<file path="src/rtl/jabuf_pkg.sv">
package jabuf_pkg;

    typedef enum logic [1:0] {
        PATH_OFF = 2'd0,
        PATH_RX  = 2'd1,
        PATH_TX  = 2'd2
    } path_e;

    typedef struct packed {
        logic [1:0] code;
        path_e      path;
    } cfg_t;

    typedef struct packed {
        logic stb;
        logic dat;
    } bit_t;

    // restricted strap mode keeps only the two smallest depths
    function automatic logic [1:0] eff_code(input logic [1:0] sel, input logic pin);
        return pin ? {1'b0, sel[0]} : sel;
    endfunction

    function automatic path_e pick_path(input logic tx, input logic rx);
        if (tx) return PATH_TX;
        if (rx) return PATH_RX;
        return PATH_OFF;
    endfunction

endpackage

</file>
<file path="src/rtl/jabuf_ctrl.sv">
module jabuf_ctrl
    import jabuf_pkg::*;
(
    input  logic       clk,
    input  logic       rst,
    input  logic [1:0] depth_sel,
    input  logic       pin_mode,
    input  logic       rx_en,
    input  logic       tx_en,
    output cfg_t       cfg,
    output logic       recenter
);
    cfg_t cfg_q;

    always_comb begin
        cfg.code = eff_code(depth_sel, pin_mode);
        cfg.path = pick_path(tx_en, rx_en);
    end

    always_ff @(posedge clk) begin
        cfg_q <= cfg;
    end

    assign recenter = rst || (cfg != cfg_q) || (cfg.path == PATH_OFF);
endmodule

</file>
<file path="src/rtl/jabuf_fifo.sv">
module jabuf_fifo
    import jabuf_pkg::*;
#(
    parameter int MIN_DEPTH = 16,
    localparam int MAX_DEPTH = MIN_DEPTH * 8,
    localparam int PW = $clog2(MAX_DEPTH),
    localparam int FW = PW + 1
) (
    input  logic          clk,
    input  logic          recenter,
    input  logic [1:0]    code,
    input  bit_t          wr,
    input  logic          rd,
    input  logic          err_clr,
    output bit_t          q,
    output logic [FW-1:0] fill,
    output logic [FW-1:0] depth,
    output logic          err
);
    logic [MAX_DEPTH-1:0] mem;
    logic [PW-1:0]        wp, rp, mask;
    logic                 rd_ok, wr_ok, ovf, udf;

    assign depth = FW'(MIN_DEPTH) << code;
    assign mask  = PW'(depth - 1'b1);
    assign rd_ok = rd && (fill != '0);
    assign udf   = rd && (fill == '0);
    assign ovf   = wr.stb && (fill == depth) && !rd_ok;
    assign wr_ok = wr.stb && !ovf;

    always_ff @(posedge clk) begin
        if (recenter) begin
            mem  <= '0;
            wp   <= PW'(depth >> 1);
            rp   <= '0;
            fill <= depth >> 1;
            err  <= 1'b0;
            q    <= '0;
        end else begin
            q.stb <= rd_ok;
            if (rd_ok) begin
                q.dat <= mem[rp];
                rp    <= (rp + 1'b1) & mask;
            end
            if (wr_ok) begin
                mem[wp] <= wr.dat;
                wp      <= (wp + 1'b1) & mask;
            end
            fill <= fill + FW'(wr_ok) - FW'(rd_ok);
            err  <= (err && !err_clr) || ovf || udf;
        end
    end
endmodule

</file>
<file path="src/rtl/jabuf_nco.sv">
module jabuf_nco #(
    parameter int                ACC_W   = 32,
    parameter logic [ACC_W-1:0]  NOM_INC = 32'h2000_0000,
    parameter int                PPM_OFS = 6250,
    parameter int                LOOP_SH = 8,
    parameter int                FW      = 8,
    localparam int               SW      = ACC_W + FW + 2,
    localparam int               SH      = ACC_W - LOOP_SH,
    localparam int               BW      = ACC_W + 20
) (
    input  logic             clk,
    input  logic             hold,
    input  logic [FW-1:0]    fill,
    input  logic [FW-1:0]    depth,
    output logic [ACC_W-1:0] inc,
    output logic             rd_stb
);
    localparam logic [BW-1:0] BUMP_W =
        (BW'(NOM_INC) * BW'(PPM_OFS)) / BW'(1000000);
    localparam logic [ACC_W-1:0] BUMP = BUMP_W[ACC_W-1:0];
    localparam logic signed [SW-1:0] TLIM = $signed(SW'(NOM_INC >> 1));
    localparam logic signed [SW-1:0] NOM_S = $signed(SW'(NOM_INC));

    logic [ACC_W-1:0]        acc;
    logic [ACC_W:0]          sum;
    logic signed [FW:0]      err_s;
    logic signed [SW-1:0]    trim_w, trim_sat, inc_s;
    logic                    at_full, at_empty;

    assign at_full  = (fill == depth);
    assign at_empty = (fill == '0);

    always_comb begin
        err_s  = $signed({1'b0, fill}) - $signed({1'b0, depth >> 1});
        trim_w = SW'(err_s) <<< SH;
        if (trim_w > TLIM)       trim_sat = TLIM;
        else if (trim_w < -TLIM) trim_sat = -TLIM;
        else                     trim_sat = trim_w;
        inc_s = NOM_S + trim_sat;
        if (at_full)       inc = NOM_INC + BUMP;
        else if (at_empty) inc = NOM_INC - BUMP;
        else               inc = inc_s[ACC_W-1:0];
    end

    assign sum = {1'b0, acc} + {1'b0, inc};

    always_ff @(posedge clk) begin
        if (hold) begin
            acc    <= '0;
            rd_stb <= 1'b0;
        end else begin
            acc    <= sum[ACC_W-1:0];
            rd_stb <= sum[ACC_W];
        end
    end
endmodule

</file>
<file path="src/rtl/jabuf_top.sv">
module jabuf_top
    import jabuf_pkg::*;
#(
    parameter int               MIN_DEPTH = 16,
    parameter int               ACC_W     = 32,
    parameter logic [ACC_W-1:0] NOM_INC   = 32'h2000_0000,
    parameter int               PPM_OFS   = 6250,
    parameter int               LOOP_SH   = 8,
    localparam int              PW        = $clog2(MIN_DEPTH * 8),
    localparam int              FW        = PW + 1
) (
    input  logic       clk,
    input  logic       rst,
    input  logic [1:0] depth_sel,
    input  logic       pin_mode,
    input  logic       rx_en,
    input  logic       tx_en,
    input  logic       err_clr,
    input  logic       rx_in_stb,
    input  logic       rx_in_bit,
    input  logic       tx_in_stb,
    input  logic       tx_in_bit,
    output logic       rx_out_stb,
    output logic       rx_out_bit,
    output logic       tx_out_stb,
    output logic       tx_out_bit,
    output logic       full_flag,
    output logic       empty_flag
);
    cfg_t             cfg;
    logic             recenter;
    bit_t             att_in, att_out;
    logic [FW-1:0]    att_fill, att_depth;
    logic             att_err, rd_stb;
    logic [ACC_W-1:0] nco_inc;

    jabuf_ctrl u_ctrl (
        .clk(clk), .rst(rst), .depth_sel(depth_sel), .pin_mode(pin_mode),
        .rx_en(rx_en), .tx_en(tx_en), .cfg(cfg), .recenter(recenter)
    );

    always_comb begin
        if (cfg.path == PATH_TX) att_in = '{stb: tx_in_stb, dat: tx_in_bit};
        else                     att_in = '{stb: rx_in_stb, dat: rx_in_bit};
    end

    jabuf_fifo #(.MIN_DEPTH(MIN_DEPTH)) u_fifo (
        .clk(clk), .recenter(recenter), .code(cfg.code), .wr(att_in),
        .rd(rd_stb), .err_clr(err_clr), .q(att_out), .fill(att_fill),
        .depth(att_depth), .err(att_err)
    );

    jabuf_nco #(
        .ACC_W(ACC_W), .NOM_INC(NOM_INC), .PPM_OFS(PPM_OFS),
        .LOOP_SH(LOOP_SH), .FW(FW)
    ) u_nco (
        .clk(clk), .hold(recenter), .fill(att_fill), .depth(att_depth),
        .inc(nco_inc), .rd_stb(rd_stb)
    );

    always_comb begin
        rx_out_stb = rx_in_stb;
        rx_out_bit = rx_in_bit;
        tx_out_stb = tx_in_stb;
        tx_out_bit = tx_in_bit;
        if (cfg.path == PATH_RX) begin
            rx_out_stb = att_out.stb;
            rx_out_bit = att_out.dat;
        end else if (cfg.path == PATH_TX) begin
            tx_out_stb = att_out.stb;
            tx_out_bit = att_out.dat;
        end
    end

    assign full_flag  = att_err || (att_fill == att_depth);
    assign empty_flag = att_err || (att_fill == '0);
endmodule

</file>
<file path="config.mk">
export PLATFORM = sky130hd
export DESIGN_NAME = jabuf_top
export DESIGN_NICKNAME = d
export VERILOG_FILES = /design/src/rtl/jabuf_pkg.sv /design/src/rtl/jabuf_ctrl.sv /design/src/rtl/jabuf_fifo.sv /design/src/rtl/jabuf_nco.sv /design/src/rtl/jabuf_top.sv
export SDC_FILE = /design/constraint.sdc
export NUM_CORES = 1
export LEC_CHECK = 0
export ABC_AREA = 1
export BUFFER_PORTS_ARGS = -buffer_cell sky130_fd_sc_hd__buf_4
export CAP_MARGIN = 10
export CORE_UTILIZATION = 45
export DETAILED_ROUTE_END_ITERATION = 8
export PLACE_DENSITY_LB_ADDON = 0.15
export SYNTH_ARGS = -nofsm -noshare
export SYNTH_HDL_FRONTEND = slang
export SYNTH_HIERARCHICAL = 1
export SYNTH_SLANG_ARGS = --single-unit
</file>
<file path="constraint.sdc">
create_clock -name clk -period 4.7 [get_ports clk]
set_clock_uncertainty 0.05 [all_clocks]
set_input_delay 0.47 -clock clk [delete_from_list [all_inputs] [get_ports clk]]
set_output_delay 0.47 -clock clk [all_outputs]
set_load 0.02 [all_outputs]
</file>
==> results by group <==
Placed design
  – Detailed placer's ending HPWL: 23,700 um
  – Pre-CTS setup slack: 0.487 ns
  – Count of buffers inserted at the top-level ports: 17
  – Placer congestion estimate: 0.879

Cells and area
  – Final antenna diode count: 0
  – Share of final-layout standard cells stronger than drive strength 1: 5.11%
  – Area growth from synthesis to layout: 6.61%
  – Nets: approximately 2,200

Route
  – Avg WL per Cell: 15.3 um
  – Post-detailed-route count of antenna-violating nets: 0
  – Number of vias per cell: roughly 5.4
  – Via count: 13,500
  – Drt initial violations: 1,289
  – Post-Route WL: 38,100 um
  – DRC Markers: 0
  – Detailed-routing iteration count for the pre-antenna-repair pass: 8

Setup path
  – Largest delay share family, worst path: compound AO/OA/AOI/OAI gates
  – Endpoint kind of the worst setup timing path: register
  – Path length in cells of the critical path: 24
  – Worst R2R Setup Slack: 1.11 ns
  – Type of element launching the critical path: input port
  – Worst EP required: 4.99 ns
  – CP Cell Sequence: buf_4 > inv_1 > nand2_1 > inv_1 > inv_2 > nor2_1 > inv_1 > ha_1 > a21oi_1 > nand3_2 > a21oi_4 > nor2_2 > nand3b_4 > nand2_2 > nand3_1 > nand2_1 > ha_1 > a21oi_1 > o21ai_0 > a21oi_1 > a21boi_1 > nand3_1 > nand2_1 > nor2_1
  – Cells on worst reg2reg path: 16
  – Worst path slowest cell: ha_1
  – Worst setup path endpoint: u_nco/acc[25]$_SDFF_PP0_
  – Critical Path Fanout Max: 9
  – Data arrival time of the critical path: 4.09 ns
  – Type of the setup path with the least slack: in -> reg
  – Reg2Reg Launch Point: u_fifo/fill[1]$_SDFF_PP0_
  – Maximum cell stage delay along the critical path: around 0.35 ns
  – Critical Path Start: pin_mode
  – Endpoint of the worst register-to-register path: u_nco/acc[25]$_SDFF_PP0_
  – Number of buffers and inverters on the critical path: 5

Hold path
  – Path category of the worst min-delay check: in -> reg

Clock tree
  – Skew-Pair Late Insertion Delay: 0.45 ns
  – CTS tree: done
  – Number of sinks handled by clock tree synthesis: 190
  – CTS clock-pin slew for the worst setup and hold paths: 0.09 ns
  – CTS Root Cell: clkbuf_16
  – CTS Buf Count: 17
  – Buffers inserted during post-CTS setup optimization: 0
  – Bufs on Longest Clock Path: 2
  – Quantity of hold-fixing buffers added after cts: 0
  – Number of levels in the clock H-tree: 4
  – CTS resizes: 0

Global route
  – Pin count of the biggest net entering global routing: 197
  – GRT Overall Usage: 26.3%
  – Number of global-route vias before repair: ~12,000
  – Total congestion overflow: 0
  – Wire length of the first global-routing pass: 61,500 um
  – Initial antenna violation count: 0

Die
  – Row count: 61
  – Die extent in y: around 170 um
  – Die Outline Area: 29,600 um^2
  – Die boundary width: ~170 um
  – Number of primary I/O pins: 18
  – Core Region: 28,100 um^2
  – Effective utilization at floorplan: 46.4%

Timing
  – Post-route clock period utilization: 81.0%
  – Final worst setup slack: 0.892 ns
  – Upper clock frequency limit: 263 MHz
  – Max-slew violation count: 0
  – Final setup violation count: 0
  – Setup repair after global routing missed its margin: false
  – Slew of the pin with the lowest slew margin: about 1.3 ns
  – Final Hold Fails: 0
  – Total Negative Setup Slacks: 0 ns
  – Min Clock Period, post-route: between 3 and 4 ns
  – Slew headroom: between 10% and 20%

Synth
  – Synthesized instance count: 2,158
  – Ys Warns: 6
  – Post-Syn Area per Cell: 6.03 um^2
  – Netlist Area Pre-Place: 13,000 um^2

Outcome
  – Outcome: finished clean

Flow run
  – Number of violations of the max-capacitance limit: 0

Power
  – Maximum ir drop on the vdd rail: 0.220 mV
  – Power per cell area: ~270 nW/um^2
  – Leakage dissipation: roughly 5.8 nW
==> metal layers <==
layer / routed length, um / track usage (%) / vias up
li1: - / - / 6861
met1: 17300 / 34.1 / 6262
met2: 18200 / 45.2 / 363
met3: 1860 / 3.20 / 55
met4: 762 / 8.43 / 0
met5: 0 / 0 / -
==> power breakdown <==
part / leakage [nW] / internal (mW) / switching, mW
clock network: 0.286 / 0.721 / 0.775
logic: 3.96 / 0.156 / 0.414
registers: 1.56 / 1.63 / 0.0161
total: 5.80 / 2.51 / 1.20
==> worst register-to-register path, delay by kind of cell (launching register included) <==
kind                     cells  cell delay, ns
AO/OA/AOI/OAI                4            0.77
adder cells (fa/ha/maj)      1            0.27
buffers and inverters        4            0.55
flip-flops                   1            0.47
AND/OR/NAND/NOR              7            1.37
==> stage by stage <==
step           instance area, um^2  hold slack (ns)  util [%]  std cells  power, mW
5_1_grt                      13900           0.0846      49.4       2491       3.88
3_5_place_dp                 13300            0.401      47.3       2459       2.25
3_3_place_gp                 13300            0.393      47.3       2459       2.24
4_1_cts                      13900           0.0860      49.4       2491       3.74
6_report                     13900            0.105      49.4       2491       3.71
2_1_floorplan                13000            0.376         -       2161       2.11
==> layout by cell type (no fill, tap or decap), drive strengths merged, types with 5 or more instances in the layout <==
master and count:
nand4 77, edfxtp 7, o211ai 5, clkbuf 18, buf 33, nor3 13
nand3 237, nand2 540, o21ai 89, ha 54, inv 223, clkinv 9
dfxtp 183, a21o 5, o21a 8, xor2 7, a21oi 167, nor2 403
==> cell type report <==
cell class | count | area (um^2)
fill | 3008 | 14200
multi-input combinational | 1639 | 7840
sequential | 190 | 3870
inverter | 219 | 822
tap | 378 | 473
clock buffer | 18 | 429
timing repair buffer | 33 | 273
clock inverter | 14 | 166
==> sequential cells by signal, summed over array words and instances (netlist names) <==
name,count
u_fifo/wp,7
u_nco/rd_stb,1
u_fifo/fill,8
u_fifo/q,2
u_fifo/err,1
u_nco/acc,32
u_ctrl/cfg_q,4
u_fifo/rp,7
u_fifo/mem,128
==> worst min path at each step <==
stage | startpoint | endpoint | slack (ns) | cells after the start
3_3_place_gp | u_fifo/q[0]$_SDFFE_PP0P_ | u_fifo/q[0]$_SDFFE_PP0P_ | 0.39 | 2
2_1_floorplan | u_fifo/q[0]$_SDFFE_PP0P_ | u_fifo/q[0]$_SDFFE_PP0P_ | 0.38 | 2
5_1_grt | tx_en | u_ctrl/cfg_q[1]$_DFF_P_ | 0.08 | 1
3_5_place_dp | u_fifo/mem[62]$_SDFFE_PP0P_ | u_fifo/mem[62]$_SDFFE_PP0P_ | 0.40 | 2
4_1_cts | tx_en | u_ctrl/cfg_q[1]$_DFF_P_ | 0.09 | 1
6_report | tx_en | u_ctrl/cfg_q[1]$_DFF_P_ | 0.11 | 1
(Power assumes the default switching activity.)
